**src/rtl/lnk_rx_pkg.sv**
```systemverilog
package lnk_rx_pkg;
  localparam int unsigned LNK_BYTE_W      = 8;
  localparam int unsigned LNK_LANES       = 4;
  localparam int unsigned LNK_FIFO_DEPTH  = 4;
  localparam int unsigned LNK_ACK_LIMIT   = 3;
  localparam int unsigned LNK_SYNC_STAGES = 2;
endpackage

```
**src/rtl/lnk_rx_sync.sv**
```systemverilog
module lnk_rx_sync #(
  parameter int unsigned STAGES = 2,
  parameter int unsigned BYTE_W = 8
) (
  input  logic              clk,
  input  logic              rst_n,
  input  logic              lnk_clk_i,
  input  logic [BYTE_W-1:0] lnk_data_i,
  output logic              rise_o,
  output logic [BYTE_W-1:0] data_o
);
  logic              clk_d [STAGES];
  logic              clk_q [STAGES];
  logic [BYTE_W-1:0] dat_d [STAGES];
  logic [BYTE_W-1:0] dat_q [STAGES];
  logic              last_q;

  for (genvar g = 0; g < STAGES; g++) begin : g_stage
    if (g == 0) begin : g_first
      assign clk_d[g] = lnk_clk_i;
      assign dat_d[g] = lnk_data_i;
    end else begin : g_next
      assign clk_d[g] = clk_q[g-1];
      assign dat_d[g] = dat_q[g-1];
    end

    always_ff @(posedge clk or negedge rst_n) begin
      if (!rst_n) begin
        clk_q[g] <= 1'b0;
        dat_q[g] <= '0;
      end else begin
        clk_q[g] <= clk_d[g];
        dat_q[g] <= dat_d[g];
      end
    end
  end

  always_ff @(posedge clk or negedge rst_n) begin
    if (!rst_n) last_q <= 1'b0;
    else        last_q <= clk_q[STAGES-1];
  end

  assign rise_o = clk_q[STAGES-1] & ~last_q;
  assign data_o = dat_q[STAGES-1];
endmodule

```
**src/rtl/lnk_rx_packer.sv**
```systemverilog
module lnk_rx_packer #(
  parameter int unsigned BYTE_W = 8,
  parameter int unsigned LANES  = 4,
  localparam int unsigned WORD_W = BYTE_W * LANES,
  localparam int unsigned LANE_W = (LANES > 1) ? $clog2(LANES) : 1
) (
  input  logic              clk,
  input  logic              rst_n,
  input  logic              en_i,
  input  logic              cap_i,
  input  logic [BYTE_W-1:0] byte_i,
  output logic              push_o,
  output logic [WORD_W-1:0] word_o
);
  localparam logic [LANE_W-1:0] LAST = LANE_W'(LANES - 1);

  logic [LANE_W-1:0] lane_q, lane_d;
  logic [BYTE_W-1:0] held_q [LANES-1];
  logic [BYTE_W-1:0] held_d [LANES-1];
  logic              push_q, push_d;
  logic [WORD_W-1:0] word_q, word_d, full_word;

  for (genvar g = 0; g < LANES - 1; g++) begin : g_lane
    assign full_word[g*BYTE_W +: BYTE_W] = held_q[g];
  end
  assign full_word[(LANES-1)*BYTE_W +: BYTE_W] = byte_i;

  always_comb begin
    lane_d = lane_q;
    held_d = held_q;
    push_d = 1'b0;
    word_d = word_q;
    if (!en_i) begin
      lane_d = '0;
    end else if (cap_i) begin
      if (lane_q == LAST) begin
        word_d = full_word;
        push_d = 1'b1;
        lane_d = '0;
      end else begin
        held_d[lane_q] = byte_i;
        lane_d = LANE_W'(lane_q + 1'b1);
      end
    end
  end

  always_ff @(posedge clk or negedge rst_n) begin
    if (!rst_n) begin
      lane_q <= '0;
      push_q <= 1'b0;
      word_q <= '0;
      for (int i = 0; i < LANES - 1; i++) held_q[i] <= '0;
    end else begin
      lane_q <= lane_d;
      push_q <= push_d;
      word_q <= word_d;
      held_q <= held_d;
    end
  end

  assign push_o = push_q;
  assign word_o = word_q;

  AST_WORD_ON_LAST_LANE: assert property (@(posedge clk) disable iff (!rst_n)
    push_o |-> $past(en_i && cap_i && (lane_q == LAST)));
  AST_DISABLE_CLEARS: assert property (@(posedge clk) disable iff (!rst_n)
    !en_i |=> (lane_q == '0) && !push_o);
endmodule

```
**src/rtl/lnk_rx_fifo.sv**
```systemverilog
module lnk_rx_fifo #(
  parameter int unsigned WIDTH = 32,
  parameter int unsigned DEPTH = 4,
  localparam int unsigned PTR_W = (DEPTH > 1) ? $clog2(DEPTH) : 1,
  localparam int unsigned LVL_W = $clog2(DEPTH + 1)
) (
  input  logic             clk,
  input  logic             rst_n,
  input  logic             push_i,
  input  logic [WIDTH-1:0] data_i,
  input  logic             pop_i,
  output logic [WIDTH-1:0] head_o,
  output logic [LVL_W-1:0] level_o,
  output logic             empty_o,
  output logic             full_o
);
  localparam logic [PTR_W-1:0] PTR_LAST = PTR_W'(DEPTH - 1);

  logic [WIDTH-1:0] mem_q [DEPTH];
  logic [PTR_W-1:0] wr_q, wr_d, rd_q, rd_d;
  logic [LVL_W-1:0] cnt_q, cnt_d;
  logic             do_wr, do_rd;

  assign empty_o = (cnt_q == '0);
  assign full_o  = (cnt_q == LVL_W'(DEPTH));
  assign do_wr   = push_i && !full_o;
  assign do_rd   = pop_i && !empty_o;

  always_comb begin
    wr_d  = wr_q;
    rd_d  = rd_q;
    cnt_d = cnt_q;
    if (do_wr) wr_d = (wr_q == PTR_LAST) ? '0 : PTR_W'(wr_q + 1'b1);
    if (do_rd) rd_d = (rd_q == PTR_LAST) ? '0 : PTR_W'(rd_q + 1'b1);
    if (do_wr && !do_rd)      cnt_d = LVL_W'(cnt_q + 1'b1);
    else if (do_rd && !do_wr) cnt_d = LVL_W'(cnt_q - 1'b1);
  end

  always_ff @(posedge clk or negedge rst_n) begin
    if (!rst_n) begin
      wr_q  <= '0;
      rd_q  <= '0;
      cnt_q <= '0;
    end else begin
      wr_q  <= wr_d;
      rd_q  <= rd_d;
      cnt_q <= cnt_d;
    end
  end

  always_ff @(posedge clk) begin
    if (do_wr) mem_q[wr_q] <= data_i;
  end

  assign head_o  = mem_q[rd_q];
  assign level_o = cnt_q;

  AST_NO_OVERFLOW: assert property (@(posedge clk) disable iff (!rst_n)
    (push_i && !pop_i) |-> !full_o);
  AST_LEVEL_TRACKS_PUSH: assert property (@(posedge clk) disable iff (!rst_n)
    (push_i && !pop_i && !full_o) |=> (level_o == LVL_W'($past(level_o) + 1'b1)));
endmodule

```
**src/rtl/lnk_rx_flow.sv**
```systemverilog
module lnk_rx_flow #(
  parameter int unsigned DEPTH     = 4,
  parameter int unsigned ACK_LIMIT = 3,
  localparam int unsigned LVL_W    = $clog2(DEPTH + 1)
) (
  input  logic             clk,
  input  logic             rst_n,
  input  logic             en_i,
  input  logic             rise_i,
  input  logic             pop_i,
  input  logic [LVL_W-1:0] level_i,
  input  logic             empty_i,
  output logic             ack_o,
  output logic             req_o
);
  logic seen_q, seen_d;

  always_comb begin
    seen_d = seen_q;
    if (!en_i)       seen_d = 1'b0;
    else if (rise_i) seen_d = 1'b1;
    else if (pop_i)  seen_d = 1'b0;
  end

  always_ff @(posedge clk or negedge rst_n) begin
    if (!rst_n) seen_q <= 1'b0;
    else        seen_q <= seen_d;
  end

  assign ack_o = en_i && (level_i < LVL_W'(ACK_LIMIT));
  assign req_o = en_i && (seen_q || !empty_i);

  AST_REQ_AFTER_EDGE: assert property (@(posedge clk) disable iff (!rst_n)
    (en_i && rise_i) |=> (!en_i || req_o));
endmodule

```
**src/rtl/lnk_rx_port.sv**
```systemverilog
module lnk_rx_port #(
  parameter int unsigned BYTE_W     = lnk_rx_pkg::LNK_BYTE_W,
  parameter int unsigned LANES      = lnk_rx_pkg::LNK_LANES,
  parameter int unsigned DEPTH      = lnk_rx_pkg::LNK_FIFO_DEPTH,
  parameter int unsigned ACK_LIMIT  = lnk_rx_pkg::LNK_ACK_LIMIT,
  parameter int unsigned SYNC_STAGE = lnk_rx_pkg::LNK_SYNC_STAGES,
  localparam int unsigned WORD_W    = BYTE_W * LANES
) (
  input  logic              clk,
  input  logic              rst_n,
  input  logic              rx_en,
  input  logic              lnk_clk,
  input  logic [BYTE_W-1:0] lnk_data,
  output logic              lnk_ack,
  input  logic              rd_pop,
  output logic [WORD_W-1:0] rd_data,
  output logic              rx_req,
  output logic              rd_underflow
);
  localparam int unsigned LVL_W = $clog2(DEPTH + 1);

  logic [1:0]        rst_pipe;
  logic              rst_int_n;
  logic              rise;
  logic [BYTE_W-1:0] smp_byte;
  logic              pk_push;
  logic [WORD_W-1:0] pk_word;
  logic [WORD_W-1:0] fifo_head;
  logic [LVL_W-1:0]  fifo_level;
  logic              fifo_empty, fifo_full;
  logic [WORD_W-1:0] rd_data_d;
  logic              uf_d, uf_q;

  always_ff @(posedge clk or negedge rst_n) begin
    if (!rst_n) rst_pipe <= 2'b00;
    else        rst_pipe <= {rst_pipe[0], 1'b1};
  end
  assign rst_int_n = rst_pipe[1];

  lnk_rx_sync #(.STAGES(SYNC_STAGE), .BYTE_W(BYTE_W)) u_sync (
    .clk(clk), .rst_n(rst_int_n), .lnk_clk_i(lnk_clk), .lnk_data_i(lnk_data),
    .rise_o(rise), .data_o(smp_byte)
  );

  lnk_rx_packer #(.BYTE_W(BYTE_W), .LANES(LANES)) u_packer (
    .clk(clk), .rst_n(rst_int_n), .en_i(rx_en), .cap_i(rise), .byte_i(smp_byte),
    .push_o(pk_push), .word_o(pk_word)
  );

  lnk_rx_fifo #(.WIDTH(WORD_W), .DEPTH(DEPTH)) u_fifo (
    .clk(clk), .rst_n(rst_int_n), .push_i(pk_push), .data_i(pk_word), .pop_i(rd_pop),
    .head_o(fifo_head), .level_o(fifo_level), .empty_o(fifo_empty), .full_o(fifo_full)
  );

  lnk_rx_flow #(.DEPTH(DEPTH), .ACK_LIMIT(ACK_LIMIT)) u_flow (
    .clk(clk), .rst_n(rst_int_n), .en_i(rx_en), .rise_i(rise), .pop_i(rd_pop),
    .level_i(fifo_level), .empty_i(fifo_empty), .ack_o(lnk_ack), .req_o(rx_req)
  );

  always_comb begin
    rd_data_d = rd_data;
    uf_d      = uf_q;
    if (rd_pop) begin
      if (fifo_empty) uf_d = 1'b1;
      else            rd_data_d = fifo_head;
    end
  end

  always_ff @(posedge clk or negedge rst_int_n) begin
    if (!rst_int_n) begin
      rd_data <= '0;
      uf_q    <= 1'b0;
    end else begin
      rd_data <= rd_data_d;
      uf_q    <= uf_d;
    end
  end
  assign rd_underflow = uf_q;

  AST_ACK_LOW_WHEN_FULL: assert property (@(posedge clk) disable iff (!rst_int_n)
    fifo_full |-> !lnk_ack);
  AST_UNDERFLOW_STICKY: assert property (@(posedge clk) disable iff (!rst_int_n)
    rd_underflow |=> rd_underflow);
  AST_EMPTY_POP_HOLDS: assert property (@(posedge clk) disable iff (!rst_int_n)
    (rd_pop && fifo_empty) |=> $stable(rd_data));
  AST_DATA_WAKES_REQ: assert property (@(posedge clk) disable iff (!rst_int_n)
    (rx_en && !fifo_empty) |-> rx_req);
endmodule

```
**config.mk**
```make
export PLATFORM = sky130hd
export DESIGN_NAME = lnk_rx_port
export DESIGN_NICKNAME = d
export VERILOG_FILES = /design/src/rtl/lnk_rx_pkg.sv /design/src/rtl/lnk_rx_sync.sv /design/src/rtl/lnk_rx_packer.sv /design/src/rtl/lnk_rx_fifo.sv /design/src/rtl/lnk_rx_flow.sv /design/src/rtl/lnk_rx_port.sv
export SDC_FILE = /design/constraint.sdc
export NUM_CORES = 1
export LEC_CHECK = 0
export BUFFER_PORTS_ARGS = -buffer_cell sky130_fd_sc_hd__buf_2
export CORE_MARGIN = 2
export CORE_UTILIZATION = 30
export DETAILED_ROUTE_END_ITERATION = 8
export MAX_ROUTING_LAYER = met4
export SLEW_MARGIN = 20
export SYNTH_ARGS = -nofsm -noshare
export SYNTH_HDL_FRONTEND = slang
export SYNTH_SLANG_ARGS = --single-unit
```
**constraint.sdc**
```tcl
create_clock -name clk -period 12.2 [get_ports clk]
set_clock_uncertainty 0.2 [all_clocks]
set_input_delay 1.22 -clock clk [delete_from_list [all_inputs] [get_ports clk]]
set_output_delay 1.22 -clock clk [all_outputs]
set_load 0.02 [all_outputs]
```
==> impl_metrics.tcl <==
set metrics [dict create \
    status "complete, no violations" \
    cts.clk_slew.worst_paths_ns 0.06 \
    drive_gt1_share_pct 42.2 \
    cts_setup_buffers 0 \
    ff2ff_path_depth 8 \
    cts_max_level 1 \
    netlist_area_mm2 0.00917 \
    cp_common_cell "buf_2" \
    grt_first_pass_wirelength_mm 25.2 \
    yosysWarnings 0 \
    layout_commonest_cell "edfxtp_1" \
    antenna_found_initial 0 \
    post-route-period-util_pct 26.7 \
    synth_top_family_by_area "multiplexers" \
    yosys-mux-area-fraction_pct 19.5 \
    fp.dieW_um 179 \
    maxCapViolations 0 \
    cts_buffers 26 \
    gp_congestion 0.752 \
    final_cell_mix "128 x edfxtp_1, 118 x dfrtp_1, 93 x mux2_2" \
    ctsHoldBuffers 0 \
    design_area_mm2 0.0107 \
    ys_seq_area_share_pct 75.0 \
    avgSynthCellArea_um2 20.8 \
    critPathRequiredTime_ns 10.78 \
    clk_latency_ns 0.52 \
    synth_fa_ha_area_share_pct 1.58 \
    avgViaCountPerCell 4.46 \
    core_area_mm2 0.0299 \
    critPathMaxFanout 5 \
    fin_crit_ns 3.26 \
    ant_nets 0 \
    maxSlewViolCount 0 \
    final-setup-viol-count 0 \
    clock.fmax_mhz 307 \
    power_density_mw_per_mm2 209 \
    relSlewSlack_pct 35.3 \
    p_leak_uw 0.00410 \
    hold-path-cell-count 0 \
    placed_cells 870 \
    crit_chain "buf_2 > inv_1 > a211oi_1 > buf_2" \
    critPathMaxStageDelay_ns 0.20 \
    finalHoldViolCount 0 \
    cts_sinks 249 \
    dpl.hpwl_mm 9.28 \
    vias 4095 \
    antenna-diode-count 0 \
    initial_core_util_pct 30.7 \
    grt-ovfl-total 0 \
    firstDrtPassIters 5 \
    cts_root_buffer "clkbuf_16" \
    totalWireLength_mm 15.9 \
    syn_nets 465 \
    track_usage_pct 10.6 \
    dieHeight_um 179 \
    drcViolationCount 0 \
    start_kind "primary input" \
    synth-xor-area-share_pct 0.287 \
    cts-resized-gates 0 \
    hp-class "flip-flop to flip-flop" \
    ios 48 \
    drt_iter0_markers 215 \
    dpl_cell_area_mm2 0.00983 \
    worstMarginPinSlew_ns 0.971 \
    arrival_ns 1.84 \
    instances_no_fill 918 \
    max-vdd-ir-drop_mv 0.109 \
    synthSimpleGateAreaFrac_pct 1.62 \
    cp_slowest_cell "buf_2" \
    setup_tns_ns 0 \
    port_buffers 47 \
    synth-compound-area-share_pct 0.491 \
    critical_path_class "primary input to primary output" \
    die_area_mm2 0.0320 \
    rows 63 \
    syn_to_final_growth_pct 16.9 \
    ys_types 31 \
    tritoncts "done" \
    rsz0062_at_grt "false" \
    grt_pass1_vias 4389 \
    synthCells 441 \
    synth-seq-cells 249 \
    grt_max_degree 67 \
    avgRoutedWirePerCell_um 17.3 \
    cts.path.max_buffers 3 \
    end_kind "primary output" \
    layout.nets 532 \
]
[cell type report]
class,count,area (um^2)
clock buffer,36,749
clock inverter,12,134
sequential,249,6880
inverter,8,30.0
tap,390,488
fill,2754,19200
multi-input combinational,170,2150
timing repair buffer,53,280
[worst paths after layout]
check / from / endpoint / slack [ns]
max: rx_en / lnk_ack / 8.94
min: u_sync.dat_d[3] / u_sync.data_o[3] / 0.15
max reg2reg: u_fifo.level_o[0] / u_fifo.level_o[2] / 9.39
min reg2reg: u_sync.dat_d[3] / u_sync.data_o[3] / 0.15
max in group asynchronous: rst_pipe[1] / u_fifo.rd_q[1] / 10.22
min in group asynchronous: rst_n / rst_pipe[1] / 0.28
[worst max-delay path: cells and delay by family]
| family | cells | cell delay [ns] |
|---|---|---|
| AO/OA/AOI/OAI | 1 | 0.19 |
| buffers and inverters | 3 | 0.43 |
[power by group]
part	switching, uW	internal (uW)	total (uW)
Combinational	182	200	382
Sequential	89.0	967	1060
Clock	306	491	797
Total	578	1660	2230
[synthesized netlist by cell type, drive strengths merged]
cell | number | area [um^2]
conb | 1 | 3.75
o21bai | 1 | 7.51
ha | 10 | 125
mux4 | 32 | 736
a21oi | 3 | 15.0
mux2 | 93 | 1050
and4bb | 1 | 12.5
xor2 | 2 | 17.5
o21a | 1 | 7.51
and2b | 1 | 7.51
clkbuf | 1 | 3.75
or3 | 2 | 17.5
edfxtp | 128 | 3840
and2 | 4 | 25.0
nor2 | 5 | 18.8
nand2b | 1 | 13.8
inv | 8 | 30.0
nand2 | 7 | 33.8
a211oi | 1 | 7.51
fa | 1 | 20.0
xnor2 | 1 | 8.76
a21boi | 1 | 7.51
buf | 13 | 108
nand3 | 1 | 10.0
dfrtp | 121 | 3030
nor3 | 1 | 10.0
[logic make-up after synthesis]
family / count (synthesis)
flops: 249
other cells: 1
fa+ha+maj: 11
mux: 125
xor+xnor: 3
compound gates: 7
simple gates: 23
buf+inv: 22
[flip-flops by register name (all words and copies together) (netlist names)]
register,cells
u_flow.seen_q,1
u_packer.push_o,1
u_fifo.rd_q,2
u_fifo.mem_q,128
u_fifo.level_o,3
rd_underflow,1
u_sync.clk_q,1
u_fifo.wr_q,2
u_packer.full_word,24
rd_data,32
u_packer.word_o,32
u_sync.last_q,1
u_sync.dat_d,8
u_sync.clk_d,1
rst_pipe,2
u_sync.data_o,8
u_packer.lane_q,2
[through the flow]
step	total power, uW	worst slack, ns	utilization [%]	hold slack, ns
after floorplan	1350	8.38	-	0.131
after global routing	2340	8.87	35.9	0.159
after detailed placement	1470	8.91	32.9	0.135
after global placement	1460	8.96	32.9	0.135
after CTS	2280	8.94	35.9	0.148
final	2230	8.94	35.9	0.148
[layer usage]
metal  GRT usage, %  wire length, um  up-vias
met5              -                0        -
met4           3.22              393        0
met3           1.84              574       34
met2           17.0             7760       74
met1           13.8             7160     2168
li1               -                -     1819
Note: power is estimated with default switching activity, not from simulation.
